--- src/rtl/clkstop_pkg.sv ---
package clkstop_pkg;

    typedef enum logic [2:0] {
        CS_IDLE     = 3'd0,
        CS_WAIT_TX  = 3'd1,
        CS_WAIT_BUS = 3'd2,
        CS_SET_INIT = 3'd3,
        CS_ACKED    = 3'd4
    } cs_state_e;

    typedef struct packed {
        cs_state_e st;
        logic      ack;
    } seq_regs_t;

    typedef struct packed {
        logic val;
    } bit_reg_t;

endpackage

--- src/rtl/clkstop_bit_reg.sv ---
module clkstop_bit_reg #(
    parameter logic RST_VAL = 1'b0
) (
    input  logic clk_i,
    input  logic rst_ni,
    input  logic wr_i,
    input  logic wdata_i,
    input  logic force_i,
    input  logic lock_i,
    output logic q_o
);
    import clkstop_pkg::*;

    bit_reg_t r_d, r_q;

    // Forcing wins; a locked register ignores software writes.
    always_comb begin
        r_d = r_q;
        if (force_i) begin
            r_d.val = 1'b1;
        end else if (wr_i && !lock_i) begin
            r_d.val = wdata_i;
        end
    end

    always_ff @(posedge clk_i or negedge rst_ni) begin
        if (!rst_ni) begin
            r_q.val <= RST_VAL;
        end else begin
            r_q <= r_d;
        end
    end

    assign q_o = r_q.val;
endmodule

--- src/rtl/clkstop_seq.sv ---
module clkstop_seq (
    input  logic clk_i,
    input  logic rst_ni,
    input  logic req_i,
    input  logic tx_pending_i,
    input  logic bus_idle_i,
    output logic force_init_o,
    output logic lock_init_o,
    output logic ack_o
);
    import clkstop_pkg::*;

    seq_regs_t s_d, s_q;
    logic      force_now;

    always_comb begin
        s_d       = s_q;
        force_now = 1'b0;
        unique case (s_q.st)
            CS_IDLE: begin
                if (req_i) s_d.st = CS_WAIT_TX;
            end
            CS_WAIT_TX: begin
                if (!req_i)            s_d.st = CS_IDLE;
                else if (!tx_pending_i) s_d.st = CS_WAIT_BUS;
            end
            CS_WAIT_BUS: begin
                if (!req_i) begin
                    s_d.st = CS_IDLE;
                end else if (bus_idle_i) begin
                    s_d.st    = CS_SET_INIT;
                    force_now = 1'b1;
                end
            end
            CS_SET_INIT: begin
                s_d.st = CS_ACKED;
            end
            CS_ACKED: begin
                if (!req_i) s_d.st = CS_IDLE;
            end
            default: begin
                s_d.st = CS_IDLE;
            end
        endcase
        s_d.ack = (s_d.st == CS_ACKED);
    end

    always_ff @(posedge clk_i or negedge rst_ni) begin
        if (!rst_ni) begin
            s_q.st  <= CS_IDLE;
            s_q.ack <= 1'b0;
        end else begin
            s_q <= s_d;
        end
    end

    assign force_init_o = force_now;
    assign lock_init_o  = (s_q.st == CS_SET_INIT) || (s_q.st == CS_ACKED);
    assign ack_o        = s_q.ack;
endmodule

--- src/rtl/clkstop_hs_ctrl.sv ---
module clkstop_hs_ctrl #(
    parameter logic INIT_RST_VAL = 1'b1
) (
    input  logic clk_i,
    input  logic rst_ni,
    input  logic stop_req_wr_i,
    input  logic stop_req_wdata_i,
    input  logic init_wr_i,
    input  logic init_wdata_i,
    input  logic tx_pending_i,
    input  logic bus_idle_i,
    output logic stop_req_o,
    output logic init_o,
    output logic stop_ack_o
);
    logic req_q;
    logic force_init;
    logic lock_init;

    clkstop_bit_reg #(.RST_VAL(1'b0)) u_req (
        .clk_i   (clk_i),
        .rst_ni  (rst_ni),
        .wr_i    (stop_req_wr_i),
        .wdata_i (stop_req_wdata_i),
        .force_i (1'b0),
        .lock_i  (1'b0),
        .q_o     (req_q)
    );

    clkstop_seq u_seq (
        .clk_i        (clk_i),
        .rst_ni       (rst_ni),
        .req_i        (req_q),
        .tx_pending_i (tx_pending_i),
        .bus_idle_i   (bus_idle_i),
        .force_init_o (force_init),
        .lock_init_o  (lock_init),
        .ack_o        (stop_ack_o)
    );

    clkstop_bit_reg #(.RST_VAL(INIT_RST_VAL)) u_init (
        .clk_i   (clk_i),
        .rst_ni  (rst_ni),
        .wr_i    (init_wr_i),
        .wdata_i (init_wdata_i),
        .force_i (force_init),
        .lock_i  (lock_init),
        .q_o     (init_o)
    );

    assign stop_req_o = req_q;
endmodule

--- config.mk ---
export PLATFORM = sky130hd
export DESIGN_NAME = clkstop_hs_ctrl
export DESIGN_NICKNAME = d
export VERILOG_FILES = /design/src/rtl/clkstop_pkg.sv /design/src/rtl/clkstop_bit_reg.sv /design/src/rtl/clkstop_seq.sv /design/src/rtl/clkstop_hs_ctrl.sv
export SDC_FILE = /design/constraint.sdc
export NUM_CORES = 1
export LEC_CHECK = 0
export BUFFER_PORTS_ARGS = -buffer_cell sky130_fd_sc_hd__clkbuf_2
export CORE_AREA = 2 2 39 41
export DETAILED_ROUTE_END_ITERATION = 6
export DIE_AREA = 0 0 41 43
export SYNTH_ARGS = -nofsm -noshare
export SYNTH_HDL_FRONTEND = slang
export SYNTH_SLANG_ARGS = --single-unit
--- constraint.sdc ---
create_clock -name clk_i -period 2.1 [get_ports clk_i]
set_input_delay 0.525 -clock clk_i [delete_from_list [all_inputs] [get_ports clk_i]]
set_output_delay 0.525 -clock clk_i [all_outputs]
set_load 0.03 [all_outputs]
==> impl_metrics.env, run 1 <==
export IMPL_ys_async_sr_fraction_pct=100
export IMPL_power_leakage_nw=0.204
export IMPL_ctsHoldBuffers=0
export IMPL_syn2layout_area_growth_pct=31.2
export IMPL_initial_core_util_pct=22.3
export IMPL_finalPower_mw=0.358
export IMPL_grt_max_degree=9
export IMPL_power_density_mw_per_mm2=884
export IMPL_clkLatencyLatePin_ns=0.24
export IMPL_coreArea_sq_mm=0.00138
export IMPL_grt_pass1_vias=231
export IMPL_synth_distinct_cells=19
export IMPL_routed_via_density=4.39
export IMPL_fmax_mhz=659
export IMPL_path_delay_family="flip-flops"
export IMPL_reg2reg_depth=3
export IMPL_status="complete, no violations"
export IMPL_netlist_area_sq_um=309
export IMPL_nets=54
export IMPL_cts_sinks=6
export IMPL_fillers=150
export IMPL_yosys_area_top_type="dfrtp_1"
export IMPL_instances_no_fill=61
export IMPL_grt_pass1_wl_um=903
export IMPL_gp_congestion=0.703
export IMPL_cp_buffers_inverters=1
export IMPL_ys_ff_latch=6
export IMPL_dr_first_iter_drc_count=9
export IMPL_clk_pin_slew_worst_paths_ns=0.05
export IMPL_maxCapViolCount=0
export IMPL_wirelength_um=604
export IMPL_rows=14
export IMPL_drive_above_1_share_pct=37.8
export IMPL_drcViolationCount=0
export IMPL_place_inst=57
export IMPL_pin_count=11
export IMPL_dieArea_sq_mm=0.00176
export IMPL_crit_path_top_delay_cell="dfstp_2"
export IMPL_synthTopCellsByArea="dfrtp_1 (40%), dfstp_2 (8.5%), nand2_1 (6.1%), a221oi_2 (4.9%), nand2b_1 (4.0%)"
export IMPL_die_y_um=43
export IMPL_critPathRequiredTime_ns=1.57
export IMPL_cts_resized=0
export IMPL_utilization_pct=29.3
export IMPL_diodes=0
export IMPL_synth_edf_count=0
export IMPL_setup_worst_path_start_class="register"
export IMPL_grt_use_total_pct=8.28
export IMPL_maxSlewViolCount=0
export IMPL_grt_overflow=0
export IMPL_dp_final_hpwl_um=473
export IMPL_antenna_found_initial=0
export IMPL_die_w_um=41
export IMPL_finalSetupViolCount=0
export IMPL_ys_seq_area_share_pct=49.0
export IMPL_hold_worst_slack_ns=0.0938
export IMPL_numPortBuffers=10
export IMPL_dr_pass1_iters=4
export IMPL_final_setup_tns_ns=0
export IMPL_slew_headroom_pct=84.2
export IMPL_irDropWorstVdd_uv=598
export IMPL_numCtsBuffers=3
export IMPL_clock_root_buffer="clkbuf_4"
export IMPL_vias=268
export IMPL_synth_fp_nets=39
export IMPL_hp_class="in2async"
export IMPL_yosysTopAreaCellShare_pct=40.5
export IMPL_crit_cells=1
export IMPL_cp_cell_sequence="clkbuf_2"
export IMPL_finalCritPeriodShare_pct=72.3
export IMPL_htree_num_levels=1
export IMPL_period_needed_ns=1.52
export IMPL_hold_viol=0
export IMPL_worstPathArrival_ns=0.99
export IMPL_max_stage_delay_ns=0.55
export IMPL_fin_skew_ns=0.00442
export IMPL_rsz0062_at_grt="no"
export IMPL_criticalPathCategory="reg2out"
export IMPL_ant_nets=0
export IMPL_ys_warn_count=0
export IMPL_post_cts_buffers=0
export IMPL_synthFlopType="dfrtp_1"
export IMPL_synthCells=31
export IMPL_endpoint_kind="output port"
export IMPL_clockBufferDepth=2
export IMPL_avgSynthCellArea_sq_um=9.97
export IMPL_cts_tree="built"
export IMPL_worstPathMaxFanout=4
export IMPL_worst_pin_slew_ns=0.237
export IMPL_wl_per_cell_um=9.90
[cells in the final DEF (no fill, tap or decap)]
cell type  Yosys  routed
nor2b_1        1       1
o211a_1        1       1
inv_1          2       2
or2b_1         1       1
o221ai_1       1       1
a221oi_2       1       1
mux2_2         1       1
nand2b_1       2       2
clkbuf_4       0       3
nor2b_2        1       1
nand2_1        5       5
and2_1         1       1
a21o_1         1       1
nand3b_1       1       1
nor2_1         1       1
clkbuf_2       0      10
a21oi_1        2       2
dfrtp_1        5       5
dfstp_2        1       1
o21ai_0        2       2
clkbuf_1       0       1
a31oi_1        1       1
[registers in the layout (all words and copies together), names as in the netlist]
| signal | flops |
|---|---|
| u_seq.s_q | 3 |
| u_req.q_o | 1 |
| u_seq.ack_o | 1 |
| u_init.q_o | 1 |
[synth_stat cells, drive strengths merged (2+ instances only)]
cell / n
a21oi: 2
dfrtp: 5
inv: 2
nand2: 5
nand2b: 2
nor2b: 2
o21ai: 2
[kinds of logic after synthesis]
kind of cell           after synthesis  share of synthesized area, %
buffers and inverters                2                          2.43
AND/OR/NAND/NOR                     13                          23.1
multiplexers                         1                          3.64
AO/OA/AOI/OAI                        9                          21.9
flip-flops                           6                          49.0
[routing by layer]
metal  wire (um)  global-route usage (%)  vias up
li1            -                       -      136
met2         259                    10.3       10
met5           0                       0        -
met1         282                    9.18      122
met4           0                    4.00        0
met3          62                    7.85        0
[worst register-to-register path: stages, from the launching register on]
cell and delay, ns:
dfrtp_1 0.45, nor2b_1 0.18, o211a_1 0.22, o221ai_1 0.14
[report_power, final]
part / internal, mW / total (mW) / switching, mW
logic: 0.0368 / 0.0845 / 0.0477
clock network: 0.0719 / 0.113 / 0.0413
registers: 0.138 / 0.161 / 0.0228
[area by class of cell]
cell class                 count  area (sq um)  share of cell area, %
inverter                       2          7.51                   1.85
tap                           16          20.0                   4.94
timing repair buffer          10          50.0                   12.3
sequential                     6           151                   37.3
clock buffer                   4          26.3                   6.48
multi-input combinational     23           150                   37.0
[worst paths after layout]
kind                                        from         end  slack (ns)
worst max-delay path                  u_init.q_o      init_o        0.58
worst min-delay path                      rst_ni   u_req.q_o        0.09
worst max register to register      u_seq.s_q[2]  u_init.q_o        1.02
worst min register to register        u_init.q_o  u_init.q_o        0.57
max in group asynchronous                 rst_ni  u_init.q_o        1.78
min in group clk_i              stop_req_wdata_i   u_req.q_o        0.51
[through the flow]
step / instance area (sq um) / setup WS, ns
3_5_place_dp: 379 / 0.831
5_1_grt: 405 / 0.534
3_3_place_gp: 379 / 0.840
4_1_cts: 405 / 0.570
2_1_floorplan: 309 / 0.955
6_report: 405 / 0.582
Note: power is estimated with default switching activity, not from simulation.
==> run 2: changes to the inputs <==
Clock period 2.1 ns to 1.4 ns, I/O delays scaled along.
==> run 2 against run 1 <==
Count of clock-buffer cells in the layout unchanged; largest cell class unchanged; clock power rose by 50%; die area stayed put; via count is the same.
==> impl_metrics.env, run 2 (synthesized netlist as in run 1, its figures left out) <==
export IMPL_drive_above_1_share_pct=37.0
export IMPL_worstPathArrival_ns=0.99
export IMPL_grt_max_degree=9
export IMPL_endpoint_kind="output port"
export IMPL_maxSlewViolCount=0
export IMPL_hold_depth=2
export IMPL_fmax_mhz=744
export IMPL_drcViolationCount=0
export IMPL_hp_class="in2reg"
export IMPL_finalCritPeriodShare_pct=96.0
export IMPL_top_register="u_seq.s_q"
export IMPL_wl_per_cell_um=9.97
export IMPL_dr_pass1_iters=4
export IMPL_numCtsBuffers=3
export IMPL_crit_cells=1
export IMPL_cp_buffers_inverters=1
export IMPL_die_w_um=41
export IMPL_status="complete, no violations"
export IMPL_utilization_pct=30.0
export IMPL_htree_num_levels=1
export IMPL_p_switching_mw=0.168
export IMPL_final_setup_tns_ns=0
export IMPL_clk_pin_slew_worst_paths_ns=0.05
export IMPL_numPortBuffers=10
export IMPL_r2r_end="u_init.q_o"
export IMPL_rows=14
export IMPL_ff_latch_area_sq_um=151
export IMPL_ant_nets=0
export IMPL_cts_sinks=6
export IMPL_fillers=149
export IMPL_rsz0062_at_grt="no"
export IMPL_finalSetupViolCount=0
export IMPL_nets=55
export IMPL_slew_headroom_pct=84.2
export IMPL_vias=268
export IMPL_critPathRequiredTime_ns=1.05
export IMPL_criticalPathCategory="reg2out"
export IMPL_reg2reg_depth=3
export IMPL_antenna_found_initial=0
export IMPL_grt_pass1_vias=241
export IMPL_p_int_mw=0.372
export IMPL_worstSetupStartpoint="u_init.q_o"
export IMPL_max_stage_delay_ns=0.55
export IMPL_grt_pass1_wl_um=931
export IMPL_cts_tree="built"
export IMPL_routed_via_density=4.32
export IMPL_hold_viol=0
export IMPL_pin_count=11
export IMPL_most_common_layout_cells="clkbuf_2 (10), nand2_1 (5), dfrtp_1 (5)"
export IMPL_cp_cell_sequence="clkbuf_2"
export IMPL_pwr_share_comb_pct=23.9
export IMPL_wirelength_um=618
export IMPL_gp_congestion=0.703
export IMPL_coreArea_sq_mm=0.00138
export IMPL_maxCapViolCount=0
export IMPL_fin_skew_ns=0.00443
export IMPL_dp_final_hpwl_um=473
export IMPL_dr_first_iter_drc_count=9
export IMPL_p_clk_share_pct=31.5
export IMPL_irDropWorstVdd_uv=896
export IMPL_grt_use_total_pct=8.48
export IMPL_initial_core_util_pct=22.3
export IMPL_die_y_um=43
export IMPL_clkLatencyLatePin_ns=0.24
export IMPL_grt_overflow=0
export IMPL_clock_root_buffer="clkbuf_4"
export IMPL_largest_register_ffs=3
export IMPL_worstPathMaxFanout=4
export IMPL_crit_path_top_delay_cell="dfstp_2"
export IMPL_clockBufferDepth=2
export IMPL_endpoint="init_o"
export IMPL_power_density_mw_per_mm2=1300
export IMPL_dieArea_sq_mm=0.00176
export IMPL_power_leakage_nw=0.208
export IMPL_diodes=0
export IMPL_sw_frac_of_total_pct=31.1
export IMPL_syn2layout_area_growth_pct=34.4
export IMPL_r2r_start="u_seq.s_q[2]"
export IMPL_reg2reg_setup_slack_ns=0.33
export IMPL_post_cts_buffers=0
export IMPL_worst_pin_slew_ns=0.237
export IMPL_setup_worst_path_start_class="register"
export IMPL_path_delay_family="flip-flops"
export IMPL_seq_power_share_pct=44.6
export IMPL_period_needed_ns=1.34
export IMPL_layout_commonest_cell="clkbuf_2"
export IMPL_multi_input_area_sq_um=150
run 2: cell count changes in the layout (fill, tap and decap cells not counted):
cell and change:
dlygate4sd3_1 +1
run 2: repair_timing:
item                                   in CTS  in global routing
endpoints found under the hold margin       5                  0
gates resized for setup                     0                  0
hold buffers                                1                  0
run 2: metrics by stage:
| step | setup slack (ns) | total power, mW | cell area, sq um | hold slack, ns | std cells |
|---|---|---|---|---|---|
| floorplan | 0.346 | 0.328 | 309 | 0.0544 | 31 |
| global placement | 0.315 | 0.369 | 379 | 0.180 | 57 |
| detailed placement | 0.306 | 0.371 | 379 | 0.184 | 57 |
| CTS | 0.0449 | 0.550 | 415 | 0.334 | 62 |
| global route | 0.00913 | 0.579 | 415 | 0.337 | 62 |
| finish | 0.0567 | 0.540 | 415 | 0.339 | 62 |
run 2: worst min-delay path by stage:
stage,start,endpoint,slack [ns]
detailed placement,rst_ni,u_req.q_o,0.18
CTS,stop_req_wdata_i,u_req.q_o,0.33
global placement,rst_ni,u_req.q_o,0.18
floorplan,rst_ni,u_req.q_o,0.05
global route,stop_req_wdata_i,u_req.q_o,0.34
finish,stop_req_wdata_i,u_req.q_o,0.34
run 2: per-layer routing:
metal | track usage (%) | vias to the layer above | wire length [um]
met3 | 7.85 | 0 | 62
met1 | 9.18 | 120 | 287
met4 | 4.00 | 0 | 0
li1 | - | 138 | -
met5 | 0 | - | 0
met2 | 10.9 | 10 | 268
run 2: layout make-up:
cell class                      count  share of cell area [%]
Inverter                            2                    1.81
Clock buffer                        4                    6.33
Multi-Input combinational cell     23                    36.1
Tap cell                           16                    4.82
Sequential cell                     6                    36.4
Timing Repair Buffer               11                    14.5
run 2: power groups by stage:
stage | Combinational [mW] | Clock [mW] | Sequential (mW)
finish | 0.129 | 0.170 | 0.241
global route | 0.143 | 0.190 | 0.247
CTS | 0.130 | 0.178 | 0.241
detailed placement | 0.127 | 0 | 0.244
global placement | 0.127 | 0 | 0.242
floorplan | 0.0606 | 0 | 0.267
